<file path="config.mk">
export PLATFORM = sky130hd
export DESIGN_NAME = addr_latch8
export DESIGN_NICKNAME = d
export VERILOG_FILES = /design/src/rtl/addr_latch_pkg.sv /design/src/rtl/addr_latch_mode_dec.sv /design/src/rtl/addr_latch_onehot.sv /design/src/rtl/addr_latch_store.sv /design/src/rtl/addr_latch8.sv
export SDC_FILE = /design/constraint.sdc
export NUM_CORES = 1
export LEC_CHECK = 0
export BUFFER_PORTS_ARGS = -buffer_cell sky130_fd_sc_hd__buf_2
export CORE_AREA = 2 2 39 41
export CTS_BUF_LIST = sky130_fd_sc_hd__clkbuf_8
export CTS_CLUSTER_SIZE = 20
export DETAILED_ROUTE_END_ITERATION = 12
export DIE_AREA = 0 0 41 43
export GPL_ROUTABILITY_DRIVEN = 0
export PLACE_DENSITY = 0.68
export SLEW_MARGIN = 20
export SYNTH_ARGS = -nofsm -noshare
export SYNTH_HDL_FRONTEND = slang
export SYNTH_SLANG_ARGS = --single-unit
</file>
<file path="constraint.sdc">
create_clock -name clk -period 0.8 [get_ports clk]
set_clock_uncertainty 0.2 [all_clocks]
set_input_delay 0.04 -clock clk [delete_from_list [all_inputs] [get_ports clk]]
set_output_delay 0.04 -clock clk [all_outputs]
set_load 0.02 [all_outputs]
</file>
<file path="src/rtl/addr_latch_pkg.sv">
package addr_latch_pkg;
  typedef enum logic [1:0] {
    MODE_WRITE  = 2'd0,
    MODE_HOLD   = 2'd1,
    MODE_DECODE = 2'd2,
    MODE_CLEAR  = 2'd3
  } latch_mode_e;
endpackage

</file>
<file path="src/rtl/addr_latch_mode_dec.sv">
module addr_latch_mode_dec
  import addr_latch_pkg::*;
(
  input  logic        en_n,
  input  logic        clr_n,
  output latch_mode_e mode_o
);
  always_comb begin
    unique case ({clr_n, en_n})
      2'b10:   mode_o = MODE_WRITE;
      2'b11:   mode_o = MODE_HOLD;
      2'b00:   mode_o = MODE_DECODE;
      default: mode_o = MODE_CLEAR;
    endcase
  end
endmodule

</file>
<file path="src/rtl/addr_latch_onehot.sv">
module addr_latch_onehot #(
  parameter int ADDR_W = 3,
  localparam int NBITS = 1 << ADDR_W
) (
  input  logic [ADDR_W-1:0] addr_i,
  output logic [NBITS-1:0]  sel_o
);
  for (genvar g = 0; g < NBITS; g++) begin : g_sel
    assign sel_o[g] = (addr_i == ADDR_W'(g));
  end
endmodule

</file>
<file path="src/rtl/addr_latch_store.sv">
module addr_latch_store
  import addr_latch_pkg::*;
#(
  parameter int NBITS = 8
) (
  input  logic             clk,
  input  logic             rst_n,
  input  latch_mode_e      mode_i,
  input  logic [NBITS-1:0] sel_i,
  input  logic             din_i,
  output logic [NBITS-1:0] q_o
);
  logic [NBITS-1:0] q_d;
  logic [NBITS-1:0] q_en;

  for (genvar g = 0; g < NBITS; g++) begin : g_bit
    always_comb begin
      q_en[g] = 1'b0;
      q_d[g]  = q_o[g];
      unique case (mode_i)
        MODE_WRITE: begin
          q_en[g] = sel_i[g];
          q_d[g]  = din_i;
        end
        MODE_DECODE: begin
          q_en[g] = 1'b1;
          q_d[g]  = sel_i[g] & din_i;
        end
        MODE_CLEAR: begin
          q_en[g] = 1'b1;
          q_d[g]  = 1'b0;
        end
        default: begin
          q_en[g] = 1'b0;
          q_d[g]  = q_o[g];
        end
      endcase
    end

    always_ff @(posedge clk or negedge rst_n) begin
      if (!rst_n)        q_o[g] <= 1'b0;
      else if (q_en[g])  q_o[g] <= q_d[g];
    end
  end

  a_r3_hold_stable: assert property (@(posedge clk) disable iff (!rst_n)
    (mode_i == MODE_HOLD) |=> $stable(q_o));
  a_r5_clear_zero: assert property (@(posedge clk) disable iff (!rst_n)
    (mode_i == MODE_CLEAR) |=> (q_o == '0));
endmodule

</file>
<file path="src/rtl/addr_latch8.sv">
module addr_latch8
  import addr_latch_pkg::*;
#(
  parameter int ADDR_W      = 3,
  parameter int SYNC_STAGES = 2,
  localparam int NBITS = 1 << ADDR_W
) (
  input  logic              clk,
  input  logic              rst_n,
  input  logic              en_n,
  input  logic              clr_n,
  input  logic [ADDR_W-1:0] addr_i,
  input  logic              din_i,
  output logic [NBITS-1:0]  q_o
);
  logic [SYNC_STAGES-1:0] rst_sync_q;
  logic                   rst_int_n;
  latch_mode_e            mode;
  logic [NBITS-1:0]       sel;

  always_ff @(posedge clk or negedge rst_n) begin
    if (!rst_n) rst_sync_q <= '0;
    else        rst_sync_q <= {rst_sync_q[SYNC_STAGES-2:0], 1'b1};
  end
  assign rst_int_n = rst_sync_q[SYNC_STAGES-1];

  addr_latch_mode_dec u_mode (
    .en_n   (en_n),
    .clr_n  (clr_n),
    .mode_o (mode)
  );

  addr_latch_onehot #(.ADDR_W(ADDR_W)) u_sel (
    .addr_i (addr_i),
    .sel_o  (sel)
  );

  addr_latch_store #(.NBITS(NBITS)) u_store (
    .clk    (clk),
    .rst_n  (rst_int_n),
    .mode_i (mode),
    .sel_i  (sel),
    .din_i  (din_i),
    .q_o    (q_o)
  );

  // the addressed bit takes din, the other bits keep their values
  a_r2_write_bit: assert property (@(posedge clk) disable iff (!rst_int_n)
    (!en_n && clr_n) |=> (q_o[$past(addr_i)] == $past(din_i)));
  a_r2_write_others: assert property (@(posedge clk) disable iff (!rst_int_n)
    (!en_n && clr_n) |=>
      (((q_o ^ $past(q_o)) & ~(NBITS'(1) << $past(addr_i))) == '0));
  // after a decode edge, only the addressed bit may be high
  a_r4_decode: assert property (@(posedge clk) disable iff (!rst_int_n)
    (!en_n && !clr_n) |=>
      ((q_o & ~(NBITS'(1) << $past(addr_i))) == '0) &&
      (q_o[$past(addr_i)] == $past(din_i)));
  // the word is clear while the reset is asserted
  a_r1_reset_clear: assert property (@(posedge clk) !rst_n |-> (q_o == '0));
endmodule

</file>
Word level (Yosys, flattened, before mapping)
Cells that the tools add are included.
{ "op_classes": {"n_eq_ne": 11, "n_mux": 17, "n_bitwise": 8, "reduce_logical": 13} }
{ "ops": {"columns": ["operator", "n"], "rows": [
  ["$pmux 1 s3", 8],
  ["$pmux 1 s2", 8],
  ["$reduce_and 2->1", 8],
  ["$eq 3x3->1 const B", 4],
  ["$and 1x1->1", 8],
  ["$eq 2x2->1 const B", 4],
  ["$eq 3x2->1 const B", 2],
  ["$pmux 2 s3", 1],
  ["$logic_not 2->1", 2],
  ["$eq 3x1->1 const B", 1],
  ["$logic_not 3->1", 1],
  ["$reduce_bool 3->1", 1],
  ["$reduce_or 2->1", 1]
]} }
{ "totals": {"regBits": 10, "input_bits": 8, "out_inout_bits": 8, "elab_cells": 58} }

Depth between registers and ports, before layout
{ "depth": {"word_depth": 6, "mapped_depth": 3, "mapped_depth_nobuf": 2} }

By module
From an unflattened synthesis, not the netlist that was laid out.
{ "hier_totals": {"hier_cells": 45, "area_unflattened_um2": 546.8} }
{ "modules_own_cells": {"columns": ["mod", "instances", "cells_each", "area_per_inst_um2", "seq_area_each_um2"], "rows": [
  ["addr_latch_store", 1, 32, 420.4, 200.2],
  ["addr_latch_onehot", 1, 8, 65.1, 0.0],
  ["addr_latch8", 1, 3, 53.8, 50.0],
  ["addr_latch_mode_dec", 1, 2, 7.5, 0.0]
]} }

Worst setup path after synthesis
Ideal clock, no wire load.
{ "synth_timing": {"path_kind": "register -> register", "startpoint": "register u_store.q_o[1] (netlist name)", "endpoint": "register u_store.q_o[1]", "setup_ns": 0.135, "arrival_ns": 0.572, "required_ns": 0.465, "path_slack_ns": -0.107, "stages_incl_launch_ff": 3, "n_path_buf": 0, "period_less_slack_ns": 0.907, "cell_sequence": "dfrtp_1 -> nand2_1 -> mux2i_1"} }
{ "synth_lines": {"columns": ["element", "line", "source"], "rows": [
  ["end signal, assigned by index", "addr_latch_store.sv:42", "else if (q_en[g]) q_o[g] <= q_d[g];"],
  ["end, declared", "addr_latch_store.sv:11", "output logic [NBITS-1:0] q_o"]
]} }

Worst setup path after layout
{ "layout_timing": {"startpoint": "register u_store.q_o[4]", "endpoint": "output port q_o[4]"} }
{ "layout_lines": {"columns": ["element", "line", "source"], "rows": [
  ["end, declared", "addr_latch8.sv:14", "output logic [NBITS-1:0] q_o"]
]} }
No word-level cell between the ends.

==> summary.md <==
| Metric | Value |
|---|---|
| Reg2reg setup slack | `-50 ps` |
| Commonest cells after routing, fill and taps aside | `nand2_1, mux2i_1, buf_6, dfrtp_2, buf_2` |
| Max cap viols | `0` |
| Syn-to-layout area delta | `57.2%` |
| Starting density of the core | `32.5%` |
| Worst EP arrival | `780 ps` |
| Outcome | `finished, violations left` |
| Cell Pwr Density | `1880 mW/mm2` |
| HP Class | `in -> async` |
| Dpl cell area | `574 um2` |
| Sw frac | `22.1%` |
| CTS Sinks | `10` |
| Post-Syn Instances | `37` |
| Final hold vios | `18` |
| Pin count of the biggest net entering global routing | `9` |
| H-tree depth | `1` |
| Power share of the clock group | `47.6%` |
| Nets | `68` |
| Non-Filler Cell Area, Final | `708 um2` |
| Worst Reg-to-Reg Cells | `2` |
| Fin worst setup slack | `-215 ps` |
| Finish-stage setup viols | `16` |
| Worst-skew pair later-pin latency | `240 ps` |
| CP max-delay cell | `dfrtp_2` |
| Pre-antenna DRT Iters | `3` |
| First-pass GRT wire length | `1.57 mm` |
| Seq pwr share | `41.1%` |
| RR Endpoint | `u_store.q_o[4]$_DFFE_PN0P_` |
| Fmax | `985 MHz` |
| DR WL/cell | `12.8 um` |
| Mapped Area | `450 um2` |
| Post-synthesis sequential area ratio | `55.6%` |
| Worst path required time | `560 ps` |
| Family with the most delay on the worst path | `flip-flops` |
| Count of cell types in the netlist | `11` |
| Comb power frac | `11.2%` |
| Slew Viols, Final | `0` |
| Initial antenna violation count | `0` |
| Die height | `43 um` |
| Crit path launch type | `flop` |
| Highest metal used | `met4` |
| Core ar. | `0.00138 mm2` |
| Post-Syn Nets | `45` |
| CP max FO | `2` |
| Clock transition at path regs | `50 ps` |
| Yosys warning total | `0` |
| Detailed-route wire length | `961 um` |
| RSZ-0062 raised after global routing | `yes` |
| Failing checks | `negative hold slack, negative setup slack` |
| N_diodes | `0` |
| Gr usage total | `13.9%` |
| Die width | `41 um` |
| Switch Pwr | `0.293 mW` |
| Root Buffer | `clkbuf_8` |
| Pleak | `0.311 nW` |
| Worst IR Drop VDD | `0.853 mV` |
| Fin Hold WS | `-83.8 ps` |
| Vias per std cell | `5.04` |
| Worst-case clock buffer depth | `2` |
| Post-DRT Antenna Nets | `0` |
| Crit end category | `output pin` |
| CTS Hold Bufs | `1` |
| CP max stage delay | `410 ps` |
| Post-route DRC | `0` |
| Top-Level Pins | `16` |
| Metal2 WL | `464 um` |
| Number of buffers and inverters on the critical path | `1` |
| Placement Rows | `14` |
| Hpwl dp | `632 um` |
| Pint | `1.04 mW` |
| Final std cells w/o fill | `75` |
| Routed wl met3 | `42 um` |
| Die ar. | `0.00176 mm2` |
| Final Cycle Share | `127%` |
| Layout filler cell count | `130` |
| Via Count | `378` |
| WL met1 | `437 um` |
| CTS tree | `done` |
| Seq cells post-synth | `10` |
| Worst r2r src | `u_store.q_o[4]$_DFFE_PN0P_` |
| Input/output buffers | `15` |
| Via count of the first global-routing pass | `389` |
| Worst path cell trace | `buf_6` |
| Syn avg cell area | `12.2 um2` |
| Fraction of layout cells with a size suffix above 1 | `59.3%` |
| Pre-CTS setup slack | `-334 ps` |
| Crit path time final | `1020 ps` |
| Initial drt markers | `3` |
| Overflow after GRT | `0` |
| Post-Place Cells | `70` |
| Crit path kind | `reg -> out` |
| CTS buffer count | `3` |
how the worst max path moves through the flow:
| stage | start | endpoint | cells after the start |
|---|---|---|---|
| 2_1_floorplan | u_store.q_o[1]$_DFFE_PN0P_ | u_store.q_o[1]$_DFFE_PN0P_ | 2 |
| 3_3_place_gp | addr_i[0] | u_store.q_o[1]$_DFFE_PN0P_ | 4 |
| 3_5_place_dp | addr_i[0] | u_store.q_o[1]$_DFFE_PN0P_ | 4 |
| 4_1_cts | u_store.q_o[4]$_DFFE_PN0P_ | q_o[4] | 1 |
| 5_1_grt | u_store.q_o[2]$_DFFE_PN0P_ | q_o[2] | 1 |
| 6_report | u_store.q_o[4]$_DFFE_PN0P_ | q_o[4] | 1 |
cells by family after synthesis:
logic type    synth area share, %
flops                        55.6
buf+inv                      1.67
simple gates                 24.2
mux                          17.8
other cells                 0.833
Yosys cell counts (all sizes together):
cell type	instances	area, um2
conb	1	3.75
nand2	8	30.0
clkbuf	1	3.75
nor4b	3	26.3
inv	1	3.75
mux2i	8	80.1
and4bb	3	37.5
nor4	1	6.26
dfrtp	10	250
nand4b	1	8.76
sequential cells by signal (all words and copies together) (netlist names):
register and flops:
rst_sync_q 2, u_store.q_o 8
what timing repair did:
action,CTS,global route
buffers inserted,0,0
gates resized for setup,19,0
setup endpoints to repair,16,16
hold endpoints to repair,18,18
pin swaps,0,0
stage by stage:
stage	utilization, %	TNS, ps	total power [mW]
global placement	41.5	-1630	0.670
global route	51.2	-2550	1.40
detailed placement	41.5	-1840	0.675
CTS	51.2	-2130	1.35
finish	51.2	-2030	1.33
floorplan	-	-636	0.608
routing by layer:
| metal | GRT usage [%] | up-vias |
|---|---|---|
| li1 | - | 174 |
| met2 | 18.1 | 10 |
| met4 | 12.0 | 0 |
| met3 | 4.71 | 2 |
| met1 | 17.2 | 192 |
| met5 | 0 | - |
cell type report:
class | instances | area, um2 | share of cell area, %
Sequential cell | 10 | 260 | 36.7
Multi-Input combinational cell | 25 | 211 | 29.9
Timing Repair Buffer | 19 | 158 | 22.3
Clock buffer | 4 | 55.1 | 7.77
Tap cell | 16 | 20.0 | 2.83
Inverter | 1 | 3.75 | 0.530
power groups by stage:
stage | Combinational, mW | Clock [mW] | Sequential, mW
finish | 0.149 | 0.633 | 0.547
global route | 0.161 | 0.684 | 0.551
CTS | 0.149 | 0.652 | 0.547
detailed placement | 0.122 | 0 | 0.552
global placement | 0.118 | 0 | 0.551
floorplan | 0.0401 | 0 | 0.568
Power figures use the tool's default switching activity.
